[config.mk]
export PLATFORM = sky130hd
export DESIGN_NAME = burst_mem_port
export DESIGN_NICKNAME = d
export VERILOG_FILES = /design/src/rtl/bmp_pkg.sv /design/src/rtl/burst_counter.sv /design/src/rtl/port_array.sv /design/src/rtl/out_stage.sv /design/src/rtl/burst_mem_port.sv
export SDC_FILE = /design/constraint.sdc
export NUM_CORES = 1
export LEC_CHECK = 0
export ABC_AREA = 0
export BUFFER_PORTS_ARGS = -buffer_cell sky130_fd_sc_hd__buf_2
export CAP_MARGIN = 20
export CORE_MARGIN = 5
export CORE_UTILIZATION = 48
export CTS_CLUSTER_DIAMETER = 200
export DETAILED_ROUTE_END_ITERATION = 12
export PLACE_DENSITY = 0.67
export SKIP_LAST_GASP = 1
export SLEW_MARGIN = 40
export SYNTH_ARGS = -nofsm -noshare
export SYNTH_HDL_FRONTEND = slang
export SYNTH_HIERARCHICAL = 1
export SYNTH_SLANG_ARGS = --single-unit
export TNS_END_PERCENT = 5
[constraint.sdc]
create_clock -name clk -period 4.4 [get_ports clk]
set_clock_uncertainty 0.1 [all_clocks]
set_input_delay 0.88 -clock clk [delete_from_list [all_inputs] [get_ports clk]]
set_output_delay 0.88 -clock clk [all_outputs]
set_load 0.01 [all_outputs]
[src/rtl/bmp_pkg.sv]
package bmp_pkg;

    typedef enum logic [1:0] {
        CNT_CLEAR = 2'd0,
        CNT_LOAD  = 2'd1,
        CNT_HOLD  = 2'd2,
        CNT_STEP  = 2'd3
    } cnt_op_e;

    typedef enum logic {
        OUT_FLOW = 1'b0,
        OUT_PIPE = 1'b1
    } out_mode_e;

    typedef struct packed {
        logic sel;
        logic wr;
        logic rd;
    } access_t;

    // Clear beats load, load beats the enable.
    function automatic cnt_op_e decode_cnt(input logic clr_n, input logic ld_n,
                                           input logic en_n);
        cnt_op_e op;
        if (!clr_n)      op = CNT_CLEAR;
        else if (!ld_n)  op = CNT_LOAD;
        else if (en_n)   op = CNT_HOLD;
        else             op = CNT_STEP;
        return op;
    endfunction

    function automatic access_t decode_access(input logic ce_n, input logic ce,
                                              input logic rw);
        access_t a;
        a.sel = !ce_n && ce;
        a.wr  = a.sel && !rw;
        a.rd  = a.sel && rw;
        return a;
    endfunction

endpackage

[src/rtl/burst_counter.sv]
module burst_counter
    import bmp_pkg::*;
#(
    parameter int ADDR_W = 6
) (
    input  logic              clk,
    input  logic              rst,
    input  cnt_op_e           op_i,
    input  logic [ADDR_W-1:0] load_addr_i,
    output logic [ADDR_W-1:0] cur_addr_o,
    output logic [ADDR_W-1:0] next_addr_o
);
    logic [ADDR_W-1:0] addr_q;

    always_comb begin
        unique case (op_i)
            CNT_CLEAR: next_addr_o = '0;
            CNT_LOAD:  next_addr_o = load_addr_i;
            CNT_HOLD:  next_addr_o = addr_q;
            default:   next_addr_o = addr_q + ADDR_W'(1);
        endcase
    end

    always_ff @(posedge clk) begin
        if (rst) addr_q <= '0;
        else     addr_q <= next_addr_o;
    end

    assign cur_addr_o = addr_q;
endmodule

[src/rtl/port_array.sv]
module port_array #(
    parameter int ADDR_W = 6,
    parameter int DATA_W = 9
) (
    input  logic              clk,
    input  logic              wr_en_i,
    input  logic [ADDR_W-1:0] wr_addr_i,
    input  logic [DATA_W-1:0] wr_data_i,
    input  logic [ADDR_W-1:0] rd_addr_i,
    output logic [DATA_W-1:0] rd_data_o
);
    localparam int DEPTH = 1 << ADDR_W;

    logic [DATA_W-1:0] mem [DEPTH];

    always_ff @(posedge clk) begin
        if (wr_en_i) mem[wr_addr_i] <= wr_data_i;
    end

    assign rd_data_o = mem[rd_addr_i];
endmodule

[src/rtl/out_stage.sv]
module out_stage
    import bmp_pkg::*;
#(
    parameter int DATA_W = 9
) (
    input  logic              clk,
    input  logic              rst,
    input  out_mode_e         mode_i,
    input  logic              rd_req_i,
    input  logic [DATA_W-1:0] arr_data_i,
    input  logic              oe_n_i,
    output logic [DATA_W-1:0] dout_o,
    output logic              dout_en_o
);
    logic              rd_q;
    logic              pipe_vld_q;
    logic [DATA_W-1:0] pipe_data_q;
    logic              drive;
    logic [DATA_W-1:0] data_sel;

    always_ff @(posedge clk) begin
        if (rst) begin
            rd_q       <= 1'b0;
            pipe_vld_q <= 1'b0;
        end else begin
            rd_q       <= rd_req_i;
            pipe_vld_q <= rd_q;
        end
        pipe_data_q <= arr_data_i;
    end

    always_comb begin
        if (mode_i == OUT_PIPE) begin
            drive    = pipe_vld_q;
            data_sel = pipe_data_q;
        end else begin
            drive    = rd_q;
            data_sel = arr_data_i;
        end
    end

    assign dout_en_o = drive && !oe_n_i;
    assign dout_o    = drive ? data_sel : '0;
endmodule

[src/rtl/burst_mem_port.sv]
module burst_mem_port
    import bmp_pkg::*;
#(
    parameter int ADDR_W = 6,
    parameter int DATA_W = 9
) (
    input  logic              clk,
    input  logic              rst,
    input  logic              pipe_mode_i,
    input  logic              ce_n_i,
    input  logic              ce_i,
    input  logic              rw_i,
    input  logic              oe_n_i,
    input  logic              cnt_clr_n_i,
    input  logic              cnt_ld_n_i,
    input  logic              cnt_en_n_i,
    input  logic [ADDR_W-1:0] addr_i,
    input  logic [DATA_W-1:0] wdata_i,
    output logic [DATA_W-1:0] rdata_o,
    output logic              rdata_oe_o
);
    out_mode_e         mode_q;
    cnt_op_e           cnt_op;
    access_t           acc;
    logic [ADDR_W-1:0] cur_addr;
    logic [ADDR_W-1:0] next_addr;
    logic [DATA_W-1:0] arr_data;

    always_ff @(posedge clk) begin
        if (rst) mode_q <= out_mode_e'(pipe_mode_i);
    end

    assign cnt_op = decode_cnt(cnt_clr_n_i, cnt_ld_n_i, cnt_en_n_i);
    assign acc    = decode_access(ce_n_i, ce_i, rw_i);

    burst_counter #(.ADDR_W(ADDR_W)) u_cnt (
        .clk         (clk),
        .rst         (rst),
        .op_i        (cnt_op),
        .load_addr_i (addr_i),
        .cur_addr_o  (cur_addr),
        .next_addr_o (next_addr)
    );

    port_array #(.ADDR_W(ADDR_W), .DATA_W(DATA_W)) u_arr (
        .clk       (clk),
        .wr_en_i   (acc.wr && !rst),
        .wr_addr_i (next_addr),
        .wr_data_i (wdata_i),
        .rd_addr_i (cur_addr),
        .rd_data_o (arr_data)
    );

    out_stage #(.DATA_W(DATA_W)) u_out (
        .clk        (clk),
        .rst        (rst),
        .mode_i     (mode_q),
        .rd_req_i   (acc.rd),
        .arr_data_i (arr_data),
        .oe_n_i     (oe_n_i),
        .dout_o     (rdata_o),
        .dout_en_o  (rdata_oe_o)
    );
endmodule

Word-level counts from Yosys, hierarchy flattened:

Memories as Yosys holds them, arrays and structs flattened. A register that Yosys moved wholly into a read port is not among the register bits.
Index checks and enable logic that the tools add are counted.
W data, S select, Z words.

* add/subtract/negate cells: 1
* equality and inequality tests: 2
* multiplexer cells: 10
* reductions and logical operators: 10

Operators by type and width (count)
* $mux W9: 2
* $pmux W6 S3: 1
* $add A6 B1 Y6 const B: 1
* $mux W6: 1
* $logic_and A1 B1 Y1: 5
* $logic_not A1 Y1: 4
* $mux W1: 4
* $mux W2: 2
* $eq A2 B1 Y1 const B: 1
* $eq A2 B2 Y1 const B: 1
* $logic_not A2 Y1: 1

* register bits after elaboration: 18
* memory bits (writable): 576
* logic and storage cells: 29
* memories: 1

Memories
* u_arr.mem: words 64, width 9, read ports 1, clocked after Yosys merged registers in 1, wr ports 1, line port_array.sv:14 `logic [DATA_W-1:0] mem [DEPTH];`

Longest topological paths before layout:

* word-level depth: 6
* gate-level depth with buffers: 11
* mapped depth without buffers: 7

Modules after synthesis:

The synthesis kept the hierarchy.

Modules (own cells, without submodules)
* port_array: times used 1, cells an instance 1011, area each 22414.0 µm², sequential area each 17296.6 µm²
* out_stage: times used 1, cells an instance 46, area each 424.2 µm², sequential area each 220.2 µm²
* burst_counter: times used 1, cells an instance 44, area each 395.4 µm², sequential area each 120.1 µm²
* burst_mem_port: times used 1, cells an instance 5, area each 67.6 µm², sequential area each 30.0 µm²

Worst setup path after synthesis:

Ideal clock, no wire load.

* path type: input port to flip-flop
* start: input port cnt_clr_n_i
* end: memory u_arr.mem[48][0] (enable)
* setup time: 0.387 ns
* arrival: 3.025 ns
* required time: 3.913 ns
* slack: 0.888 ns
* cell stages on the path: 7
* path buffers: 0
* path through: a21boi_0 nand3_1 or4b_4 nand3_1 nor2b_1 nand4b_1 nor3_1

* word-level cells in the longest chain between the ends: 3
* elaborated cells between the ends (all ways): 5
* classes of those cells: eq/ne: 2; mux: 2; reduce/logical: 1

RTL lines
* start, declared: line burst_mem_port.sv:14 `input logic cnt_clr_n_i,`
* $mux W2 *: line bmp_pkg.sv:25 `if (!clr_n) op = CNT_CLEAR;`
* $eq A2 B2 Y1 (tied with other cells): line burst_counter.sv:16 `unique case (op_i)`
* $pmux W6 S3 *: line burst_counter.sv:16
* named net next_addr[5]: line burst_mem_port.sv:26 `logic [ADDR_W-1:0] next_addr;`
* end, declared: line port_array.sv:14

Mark *: on every way through the listed nets, which the timed path passes. The rest lies on a longest branch.

==> reports/results.txt <==
Multi-input gate area - 5250 µm²
Antenna violations before repair - 2
Total GRT Usage - 19.3%
Seq/Total Area, Yosys - 75.8%
Worst-Skew Late Latency - 610 ps
Diode count - 0
Layout area overhead - 14.6%
Die ar. - 53,000 µm²
Clock Sinks - 594
Number of synthesized flops with an enable pin - 577
CP Capture Type - output port
Outcome - completed
First-pass GRT wire length - 76,100 µm
Crit path kind - register to output port
Dominant cells by area after synthesis - edfxtp_1, mux4_2, dfxtp_1, nor2_1, mux2i_1
Reg-to-reg endpoint - u_arr/mem[4][1]$_DFFE_PP_
Final core utilization - 55.8%
Clock buffer depth - 3
PwrDens - 439 nW/µm²
Worst VDD drop - 0.000326 V
CTS HTree Levels - 2
Core area - 47,800 µm²
Crit path time final - 4310 ps
Tot Pwr - 11.7 mW
Arrival time worst endpoint - 3330 ps
Starting Density - 48.7%
RSZ-0062 raised after global routing - true
Synthesized flop and latch total - 594
Final GP Congestion - 0.790
Main flop type after synthesis - edfxtp_1
Fmax achieved - 232 MHz
Most frequent cell after synthesis - edfxtp_1
Final nets - 1,268
R2R setup slack - 1090 ps
Clk slew on worst S/H paths - 60 ps
IO buf count - 34
Reg2reg path depth - 8
Worst Path Max Fanout - 15
Syn. warnings - 6
CP startpoint kind - register
Top post-synthesis cells by count - edfxtp_1, mux4_2, nor2_1
Register area - 17,700 µm²
Syn nets - 1,132
Vias - 11,400
WHS Path Cells - 3
Worst min path class - input pin to register
Worst r2r src - u_cnt/cur_addr_o[0]$_SDFF_PP0_
Slew headroom - 46.0%
Family with the most delay on the worst path - compound AO/OA/AOI/OAI gates
Fin. max-slew vios - 0
Post-synth top area share - 74.4%
Buf/Inv on CP - 2
Max-cap violations - 0
# IOs - 35
Mapped Area - 23,300 µm²
Worst path required time - 3420 ps
Final-report hold violation count - 0
Chip width - 230 µm
Cell Rows - 80
Hold_ws - 504 ps
Vias in the first global route - 11,600
Slowest stage delay, CP - 560 ps
Share of cells above drive strength 1 - 29.5%
Initial DRC count - 1,318
Leak - 8.37 nW
Post-route clock period utilization - 97.9%
DRC violations left - 0
Routed vias/inst - 6.00
Hold path start - addr_i[5]
Critical-path top delay cell - mux4_1
Worst-margin pin slew - 808 ps
Hold_buf cts - 0
TritonCTS buffer count - 59
Post-Synthesis Cells - 1,106
Antenna Nets Post-Route - 0
Ys async rst share - 0%
Die H - 230 µm
CTS Root Cell - clkbuf_16
Most area-hungry cell type in the Yosys netlist - edfxtp_1
DR pass1 iterations - 5
Synth Area per Inst - 21.1 µm²
Grt ovf - 0
DPL Wire Length - 32,000 µm
WL/cell - 26.8 µm
Setup violators final - 0
CTS tree - yes
Drt total wl - 51,000 µm
Cell Chain, Critical Path - buf_16 > mux4_1 > nor2b_1 > a2111oi_0 > a2111oi_1 > a221o_1 > nand2_1 > o21ai_0 > buf_2
Largest net degree at the start of global routing - 65
Netlist cell types - 54
Hold path endpoint - u_cnt/cur_addr_o[5]$_SDFF_PP0_
Filler cells - 3,571
tightest hold or removal path: cells and delay by family:
| kind | cells | cell delay, ps |
|---|---|---|
| buffers and inverters | 1 | 110 |
| AOI/OAI and AO/OA | 1 | 90 |
| and+or+nand+nor | 1 | 90 |
stage by stage:
stage	setup WS, ps	instances	TNS [ps]	instance area (µm²)
global route	-30.5	1904	-88.6	26700
finish	94.2	1904	0	26700
CTS	-14.4	1902	-14.4	26600
floorplan	888	1106	0	23300
detailed placement	528	1794	0	24700
global placement	590	1794	0	24700
metal layers:
metal	global-route usage [%]	wire length, µm	vias up
met5	0	20	-
met4	5.38	1420	2
met3	4.66	3810	107
met2	30.0	24100	406
met1	27.9	21700	6014
li1	-	-	4898
power breakdown:
part	total, mW	internal [mW]	switching, mW
Clock	4.96	2.96	2.00
Sequential	6.25	6.22	0.0256
Combinational	0.510	0.204	0.307
final cells by class:
| cell class | count | share of cell area [%] |
|---|---|---|
| clock inverter | 19 | 0.712 |
| tap | 615 | 2.88 |
| sequential | 594 | 66.2 |
| clock buffer | 89 | 6.57 |
| multi-input combinational | 449 | 19.7 |
| inverter | 3 | 0.0422 |
| timing repair buffer | 135 | 3.97 |
registers in the layout, indices dropped and copies added (netlist names):
signal             cells
u_out/pipe_data_q      9
u_arr/mem            576
u_out/rd_q             1
u_out/pipe_vld_q       1
mode_q                 1
u_cnt/cur_addr_o       6
logic make-up after synthesis:
kind of cell,after synthesis,share of synthesized area [%]
muxes,180,16.0
xor gates and xnor gates,1,0.0376
buffers and inverters,63,1.70
AOI/OAI and AO/OA,83,2.57
DFF,594,75.8
and+or+nand+nor,184,3.82
adders and majority gates,1,0.0537
worst max path at each step:
stage / startpoint / endpoint / slack (ps) / cells past startpoint
2_1_floorplan: cnt_clr_n_i / u_arr/mem[48][0]$_DFFE_PP_ / 890 / 7
3_3_place_gp: u_cnt/cur_addr_o[0]$_SDFF_PP0_ / rdata_o[2] / 590 / 9
3_5_place_dp: u_cnt/cur_addr_o[0]$_SDFF_PP0_ / rdata_o[5] / 530 / 9
4_1_cts: u_cnt/cur_addr_o[0]$_SDFF_PP0_ / rdata_o[8] / -10 / 9
5_1_grt: u_cnt/cur_addr_o[0]$_SDFF_PP0_ / rdata_o[5] / -30 / 9
6_report: u_cnt/cur_addr_o[0]$_SDFF_PP0_ / rdata_o[8] / 90 / 9
cells in the final DEF (no fill, tap or decap), types with 3 or more instances in the layout:
cell type,count
a21oi_1,6
mux4_1,8
o211ai_1,6
a32o_1,4
o221ai_1,5
a2111oi_0,3
nor2b_1,18
clkbuf_16,64
buf_2,26
nand2b_1,7
mux2i_1,23
dfxtp_4,3
and2_1,7
o22ai_1,9
nand3b_1,3
nand3_1,24
a22oi_1,17
a221o_1,3
clkinv_2,8
clkinv_1,6
clkbuf_1,18
a211oi_1,3
o21bai_1,3
nand4_1,4
nor2_1,70
buf_12,4
clkbuf_8,8
dfxtp_1,14
buf_4,101
bufinv_16,4
mux4_2,143
edfxtp_1,577
mux2_2,6
o21ai_1,12
nand2_1,36
what timing repair did:
action | CTS | global route
gates resized for setup | 1 | 4
gates cloned | 0 | 1
setup buffers | 0 | 1
setup endpoints to repair | 2 | 9
Power figures use the tool's default switching activity.
